### src/rtl/wdt_sec_pkg.sv
package wdt_sec_pkg;
  localparam logic [7:0] ADDR_TMO  = 8'hF6;
  localparam logic [7:0] ADDR_CTRL = 8'hF5;
  localparam logic [7:0] ADDR_STAT = 8'hF7;
  // control bits
  localparam int CTRL_KBRST = 1;
  localparam int CTRL_KBDRL = 2;
  localparam int CTRL_MIN   = 3;
  // status bits
  localparam int STAT_FLAG  = 4;
  localparam int STAT_MSRL  = 6;
  localparam int STAT_KBRL  = 7;
endpackage

### src/rtl/wdt_unit_pre.sv
module wdt_unit_pre #(
  parameter int DIV = 60
) (
  input  logic clk_i,
  input  logic rst_ni,
  input  logic tick_i,
  input  logic minute_i,
  input  logic clear_i,
  output logic step_o
);
  localparam int PW = (DIV > 1) ? $clog2(DIV) : 1;
  localparam logic [PW-1:0] LAST = PW'(DIV - 1);

  logic [PW-1:0] pre_q;

  always_ff @(posedge clk_i or negedge rst_ni) begin
    if (!rst_ni)                 pre_q <= '0;
    else if (clear_i)            pre_q <= '0;
    else if (tick_i && minute_i) pre_q <= (pre_q == LAST) ? '0 : pre_q + 1'b1;
  end

  assign step_o = tick_i && (!minute_i || pre_q == LAST);


  pre_range_chk: assert property (@(posedge clk_i) disable iff (!rst_ni)
    pre_q <= LAST);
endmodule

### src/rtl/wdt_down_cnt.sv
module wdt_down_cnt #(
  parameter int W = 8
) (
  input  logic         clk_i,
  input  logic         rst_ni,
  input  logic         wr_i,
  input  logic [W-1:0] wr_val_i,
  input  logic         step_i,
  input  logic         reload_i,
  output logic [W-1:0] cnt_o,
  output logic         expire_o
);
  logic [W-1:0] cnt_q, last_q;
  logic         run, do_rl;

  assign run   = cnt_q != '0;
  assign do_rl = reload_i && run;

  always_ff @(posedge clk_i or negedge rst_ni) begin
    if (!rst_ni) begin
      cnt_q  <= '0;
      last_q <= '0;
    end else if (wr_i) begin
      cnt_q <= wr_val_i;
      if (wr_val_i != '0) last_q <= wr_val_i;
    end else if (do_rl) begin
      cnt_q <= last_q;
    end else if (step_i && run) begin
      cnt_q <= cnt_q - 1'b1;
    end
  end

  assign cnt_o    = cnt_q;
  assign expire_o = !wr_i && !do_rl && step_i && cnt_q == W'(1);


  stay_stopped_chk: assert property (@(posedge clk_i) disable iff (!rst_ni)
    (!run && !wr_i) |=> cnt_q == '0);

  no_rise_chk: assert property (@(posedge clk_i) disable iff (!rst_ni)
    (!wr_i && !reload_i) |=> cnt_q <= $past(cnt_q));
endmodule

### src/rtl/wdt_pulse.sv
module wdt_pulse #(
  parameter int LEN = 16
) (
  input  logic clk_i,
  input  logic rst_ni,
  input  logic start_i,
  output logic pulse_n_o
);
  localparam int CW = $clog2(LEN + 1);

  logic [CW-1:0] cnt_q;

  always_ff @(posedge clk_i or negedge rst_ni) begin
    if (!rst_ni)             cnt_q <= '0;
    else if (start_i)        cnt_q <= CW'(LEN);
    else if (cnt_q != '0)    cnt_q <= cnt_q - 1'b1;
  end

  assign pulse_n_o = (cnt_q == '0);


  fall_cause_chk: assert property (@(posedge clk_i) disable iff (!rst_ni)
    $fell(pulse_n_o) |-> $past(start_i));
endmodule

### src/rtl/sec_watchdog.sv
module sec_watchdog
  import wdt_sec_pkg::*;
#(
  parameter int CNT_W     = 8,
  parameter int MIN_DIV   = 60,
  parameter int PULSE_LEN = 16
) (
  input  logic             clk_i,
  input  logic             rst_ni,
  input  logic             tick_i,
  input  logic             reg_wr_i,
  input  logic [7:0]       reg_addr_i,
  input  logic [7:0]       reg_wdata_i,
  output logic [7:0]       reg_rdata_o,
  input  logic             kbd_evt_i,
  input  logic             mouse_evt_i,
  output logic             wdt_n_o,
  output logic             kbrst_n_o,
  output logic             expired_o
);
  logic [7:0]       ctrl_q;
  logic             ms_en_q, kb_en_q, flag_q;
  logic             wr_tmo, wr_ctrl, wr_stat;
  logic             step, expire, reload, pulse_n;
  logic [CNT_W-1:0] cnt;

  assign wr_tmo  = reg_wr_i && reg_addr_i == ADDR_TMO;
  assign wr_ctrl = reg_wr_i && reg_addr_i == ADDR_CTRL;
  assign wr_stat = reg_wr_i && reg_addr_i == ADDR_STAT;

  always_ff @(posedge clk_i or negedge rst_ni) begin
    if (!rst_ni) begin
      ctrl_q  <= '0;
      ms_en_q <= 1'b0;
      kb_en_q <= 1'b0;
      flag_q  <= 1'b0;
    end else begin
      if (wr_ctrl) ctrl_q <= reg_wdata_i;
      if (wr_stat) begin
        ms_en_q <= reg_wdata_i[STAT_MSRL];
        kb_en_q <= reg_wdata_i[STAT_KBRL];
      end
      if (expire)                                  flag_q <= 1'b1;
      else if (wr_stat && !reg_wdata_i[STAT_FLAG]) flag_q <= 1'b0;
    end
  end

  assign reload = (kbd_evt_i && (ctrl_q[CTRL_KBDRL] || kb_en_q))
               || (mouse_evt_i && ms_en_q);

  wdt_unit_pre #(.DIV(MIN_DIV)) u_pre (
    .clk_i    (clk_i),
    .rst_ni   (rst_ni),
    .tick_i   (tick_i),
    .minute_i (ctrl_q[CTRL_MIN]),
    .clear_i  (wr_tmo && reg_wdata_i[CNT_W-1:0] != '0),
    .step_o   (step)
  );

  wdt_down_cnt #(.W(CNT_W)) u_cnt (
    .clk_i    (clk_i),
    .rst_ni   (rst_ni),
    .wr_i     (wr_tmo),
    .wr_val_i (reg_wdata_i[CNT_W-1:0]),
    .step_i   (step),
    .reload_i (reload),
    .cnt_o    (cnt),
    .expire_o (expire)
  );

  wdt_pulse #(.LEN(PULSE_LEN)) u_pulse (
    .clk_i     (clk_i),
    .rst_ni    (rst_ni),
    .start_i   (expire),
    .pulse_n_o (pulse_n)
  );

  always_comb begin
    unique case (reg_addr_i)
      ADDR_TMO:  reg_rdata_o = 8'(cnt);
      ADDR_CTRL: reg_rdata_o = ctrl_q;
      ADDR_STAT: reg_rdata_o = {kb_en_q, ms_en_q, 1'b0, flag_q, 4'b0};
      default:   reg_rdata_o = 8'h00;
    endcase
  end

  assign wdt_n_o   = pulse_n;
  assign kbrst_n_o = pulse_n || !ctrl_q[CTRL_KBRST];
  assign expired_o = flag_q;


  expire_flag_chk: assert property (@(posedge clk_i) disable iff (!rst_ni)
    expire |=> (expired_o && !wdt_n_o));

  kbrst_gate_chk: assert property (@(posedge clk_i) disable iff (!rst_ni)
    !ctrl_q[CTRL_KBRST] |-> kbrst_n_o);

  flag_sticky_chk: assert property (@(posedge clk_i) disable iff (!rst_ni)
    (flag_q && !wr_stat) |=> flag_q);
endmodule

### config.mk
export PLATFORM = sky130hd
export DESIGN_NAME = sec_watchdog
export DESIGN_NICKNAME = d
export VERILOG_FILES = /design/src/rtl/wdt_sec_pkg.sv /design/src/rtl/wdt_unit_pre.sv /design/src/rtl/wdt_down_cnt.sv /design/src/rtl/wdt_pulse.sv /design/src/rtl/sec_watchdog.sv
export SDC_FILE = /design/constraint.sdc
export NUM_CORES = 1
export LEC_CHECK = 0
export ABC_AREA = 0
export BUFFER_PORTS_ARGS = -buffer_cell sky130_fd_sc_hd__clkbuf_2
export CAP_MARGIN = 20
export CORE_ASPECT_RATIO = 2
export CORE_MARGIN = 2
export CORE_UTILIZATION = 43
export DETAILED_ROUTE_END_ITERATION = 10
export PLACE_DENSITY = 0.62
export SLEW_MARGIN = 20
export SYNTH_ARGS = -nofsm -noshare
export SYNTH_HDL_FRONTEND = slang
export SYNTH_HIERARCHICAL = 1
export SYNTH_SLANG_ARGS = --single-unit
### constraint.sdc
create_clock -name clk_i -period 2.9 [get_ports clk_i]
set_input_delay 0.145 -clock clk_i [delete_from_list [all_inputs] [get_ports clk_i]]
set_output_delay 0.145 -clock clk_i [all_outputs]
set_load 0.01 [all_outputs]
# == Word level (Yosys, flattened, before mapping) ==
# Index checks and enable logic that the tools add are counted.
# totals
ff_bits,38
in_bits,22
word_cells,59
# classes
n_addsub,3
n_eq_ne,5
mux,11
reduce_logical,32
# ops
operator,count
"8-bit equality test, second input constant",3
8-bit two-way mux,3
8-bit one-hot mux with 3 select lines,1
6-bit two-way mux,3
8-bit nonzero test,2
1-bit logical AND,14
5-bit two-way mux,2
"8-bit by 1-bit equality test with 1-bit output, second input constant",1
"8-bit by 1-bit subtractor with 8-bit output, second input constant",1
"6-bit by 1-bit adder with 6-bit output, second input constant",1
"6-bit equality test, second input constant",1
2-bit nonzero test,3
1-bit zero test,5
5-bit zero test,1
5-bit nonzero test,1
"5-bit by 1-bit subtractor with 5-bit output, second input constant",1
1-bit logical OR,4
3-bit nonzero test,1
1-bit two-way mux,2
2-bit AND reduction,1

# == Longest topological paths before layout ==
# logic_depth
depth_word,9
depth_mapped,9
ltp_nobuf,9

# == Cells and area by module ==
# The synthesis kept the hierarchy.
# by_module_without_submodules
module,n_inst,cells_each,area_each_um2
wdt_down_cnt,1,114,1002.2
sec_watchdog,1,62,705.7
wdt_unit_pre,1,38,350.3
wdt_pulse,1,26,255.2

# == Worst setup path after synthesis ==
# No wires, ideal clock.
# synth_path
path_type,reg-to-reg
startpoint,reg u_pre.pre_q[0]
endpoint,reg u_cnt.cnt_q[4] (netlist: u_cnt/cnt_o[4])
setup_time_ns,0.133
arrival_ns,2.053
t_required_ns,2.767
path_slack_ns,0.715
path_stages_with_launch,10
cell_sequence,dfrtp_1 -> ha_1 -> nand3b_1 -> or2_2 -> a21boi_0 -> nor2_1 -> a31oi_1 -> nor2_1 -> a21oi_1 -> o211ai_1
# synth_via
elab_chain_cells,5
# synth_rtl
item,line,source
"start, declared",wdt_unit_pre.sv:14,logic [PW-1:0] pre_q;
"start signal, assigned",wdt_unit_pre.sv:19,else if (tick_i && minute_i) pre_q <= (pre_q == LAST) ? '0 : pre_q + 1'b1;
6-bit equality test,wdt_unit_pre.sv:22,assign step_o = tick_i && (!minute_i || pre_q == LAST);
1-bit logical OR,wdt_unit_pre.sv:22,
1-bit logical AND,wdt_unit_pre.sv:22,
via step,sec_watchdog.sv:24,"logic step, expire, reload, pulse_n;"
1-bit logical AND,wdt_down_cnt.sv:28,end else if (step_i && run) begin
3-bit nonzero test (no line),n/a,
"end signal, assigned",wdt_down_cnt.sv:24,cnt_q <= wr_val_i;
"end signal, assigned",wdt_down_cnt.sv:27,cnt_q <= last_q;
"end signal, assigned",wdt_down_cnt.sv:29,cnt_q <= cnt_q - 1'b1;
"end, declared",wdt_down_cnt.sv:13,"logic [W-1:0] cnt_q, last_q;"
# The timed path passes the listed nets, and every way through them passes these cells.
# A chain may end at the register's enable or synchronous reset.

# == Worst setup path in the final report ==
# Ends and elaborated chain as after synthesis.

==> impl_results.md <==
- # hold bufs at CTS: 0
- CP Class: reg -> reg
- Crit path max fanout: 4
- CTS tree: built
- Cells after Synth: 240
- Syn Nets: 267
- Yosys top cell by area: dfrtp_1
- TritonCTS Buffers: 5
- First-pass GRT wire length: 9450 um
- DP HPWL: 4370 um
- Area grow syn2layout: 12.1%
- Core area: 0.00518 sq mm
- Max-cap violations: 0
- Clock buffer depth: 2
- Min Tclk post-route: 2.33 ns
- Period utilisation layout: 80.2%
- Ys async rst share: 100%
- DRT Wirelength: 5780 um
- Dominant synthesized flop cell: dfrtp_1
- Max Clock Freq: 430 MHz
- Starting Density: 44.6%
- CP Cell Sequence: ha_1, nand3b_1, or2_2, a21boi_0, nor2_1, a31oi_1, nor2_1, a21oi_1, o211ai_1
- Die X: 55.9 um
- Stages on the worst setup path: 9
- Final Setup Violations: 0
- Synth warn: 6
- Most common cell after layout, fill and taps aside: dfrtp_1
- CP bufs+invs: 0
- Total number of vias: 1942
- Final Hold Viols: 0
- Row count: 37
- Worst skew pair latency: 0.29 ns
- Post-synthesis sequential area ratio: 41.1%
- P per Cell Area: 673 mW/mm^2
- Slowest CP cell: a31oi_1
- Vias in the first global route: 1953
- Die Height: 108 um
- Leakage: 1.19 nW
- Post-synthesis cell area: 0.00231 sq mm
- Initial drt markers: 65
- # IOs: 33
- Area contributors post-synth: dfrtp_1, mux2_4, nand2_1, nor2_1, a22oi_1
- CP Launch Type: register
- GPL Wtd Cong: 0.879
- Final instance area: 0.00259 sq mm
- GRT Overall Usage: 20.3%
- CP top delay family: compound AO/OA/AOI/OAI gates
- Post-placement cell area: 0.00250 sq mm
- Filler cells: 516
- Req. time, crit path: 3.07 ns
- Area occupied by multi-input gates: 0.00126 sq mm
- Final slew viol count: 0
- Most frequent cells in the layout: dfrtp_1, nand2_1, clkbuf_2
- Clock Skew: 0.00710 ns
- DRC Markers: 0
- First-pass iteration count of the detailed router: 4
- Synth top area share: 41.1%
- Largest net degree at the start of global routing: 39
- EDFF count, synth: 0
- Crit end category: register
- Gr ovfl total: 0
- # resized after CTS: 0
- # diodes: 0
- CP most frequent cell: nor2_1
- Share of layout cells above drive strength 1: 24.2%
- Worst EP arrival: 2.50 ns
- Post-DRT Antenna Nets: 0
- Status: complete, no violations
- Initial antenna violation count: 0
- CTS Root Cell: clkbuf_8
- Reg2Reg Depth: 9
- # port buffers: 32
- Worst rel slew slack: 35.2%
- Nets: 299
- Max incr delay on CP: 0.39 ns
- Yosys reg bits: 38
- Worst Hold Class: in -> async
- Routed wire length per instance: 17.5 um
- Vias per cell: 5.87
- H-tree levels: 2
- Die area: 0.00602 sq mm
- Register Area: 951 sq um
- Peak VDD IR: 0.377 mV
- Slew @ Worst Pin: 0.971 ns
- Synth Area per Inst: 9.64 sq um
- RSZ-0062 raised after global routing: no
- Netlist cell types: 55
- Post-CTS setup buffer count: 0
- Sink Count: 38
- Clk slew on worst S/H paths: 0.08 ns
- Setup TNS: 0 ns
[final cells by class]
type / instances / area share, %
clock buffer: 6 / 3.18
sequential: 38 / 36.7
multi-input combinational: 184 / 48.7
inverter: 8 / 1.16
timing repair buffer: 35 / 7.04
tap: 58 / 2.80
clock inverter: 2 / 0.482
[cells by family (layout without fill, tap and decap cells)]
kind of cell | after synthesis | count (layout) | synth area share (%)
fa+ha+maj | 5 | 5 | 2.70
flops | 38 | 38 | 41.1
simple gates | 99 | 99 | 24.2
compound gates | 63 | 63 | 18.4
buf+inv | 18 | 51 | 4.33
mux | 15 | 15 | 8.49
xor+xnor | 2 | 2 | 0.757
[through the flow]
| stage | utilization [%] | instances | setup WS [ns] | total power, mW | hold WS [ns] |
|---|---|---|---|---|---|
| floorplan | - | 240 | 0.715 | 1.22 | -0.151 |
| global placement | 48.2 | 323 | 0.639 | 1.36 | 0.349 |
| detailed placement | 48.2 | 323 | 0.598 | 1.37 | 0.348 |
| CTS | 50.0 | 331 | 0.590 | 1.76 | 0.0288 |
| global route | 50.0 | 331 | 0.379 | 1.87 | 0.0722 |
| finish | 50.0 | 331 | 0.574 | 1.75 | 0.00252 |
[Yosys cell counts (4+ instances only)]
library cell,n
o21ai_0,12
nand3_1,5
dfrtp_1,38
nand2_1,32
nor2_1,22
nand3b_1,4
a21oi_1,13
nand2b_1,5
buf_6,4
a211oi_1,4
ha_1,5
a22o_1,4
mux2_4,8
a22oi_1,9
mux2_2,5
inv_1,8
clkbuf_1,4
[metal layers]
metal / share of wire [%] / global-route usage [%] / vias up
met2: 56 / 38.5 / 59
met5: 0 / 0 / -
met1: 38 / 21.5 / 934
met4: 2.5 / 9.18 / 0
li1: - / - / 938
met3: 3.8 / 3.13 / 11
[state kept, by name, summed over array words and instances (netlist names)]
name	flops
ctrl_q	8
u_cnt/cnt_o	8
u_cnt/last_q	8
u_pre/pre_q	6
u_pulse/cnt_q	5
expired_o	1
kb_en_q	1
ms_en_q	1
[worst register-to-register path, stage by stage, from the launching register on]
cell and delay (ns):
dfrtp_1 0.38, ha_1 0.22, nand3b_1 0.15, or2_2 0.30
a21boi_0 0.28, nor2_1 0.15, a31oi_1 0.39, nor2_1 0.13
a21oi_1 0.14, o211ai_1 0.09
[power by group]
| group | total (mW) | switching, mW | internal [mW] |
|---|---|---|---|
| sequential | 0.801 | 0.157 | 0.644 |
| combinational | 0.564 | 0.296 | 0.269 |
| clock | 0.380 | 0.189 | 0.191 |
| total | 1.75 | 0.641 | 1.10 |
[worst paths after layout]
check	start	end	slack [ns]
min in group clk_i	reg_wdata_i[2]	u_cnt/last_q[2]	0.13
worst max register to register	u_pre/pre_q[0]	u_cnt/cnt_o[4]	0.57
max in group asynchronous	rst_ni	u_pre/pre_q[5]	2.31
worst min-delay path	rst_ni	u_pre/pre_q[4]	0.003
worst min register to register	u_cnt/last_q[4]	u_cnt/last_q[4]	0.48
worst max-delay path	u_pre/pre_q[0]	u_cnt/cnt_o[4]	0.57
No activity file was read; power rests on OpenSTA's default activity.
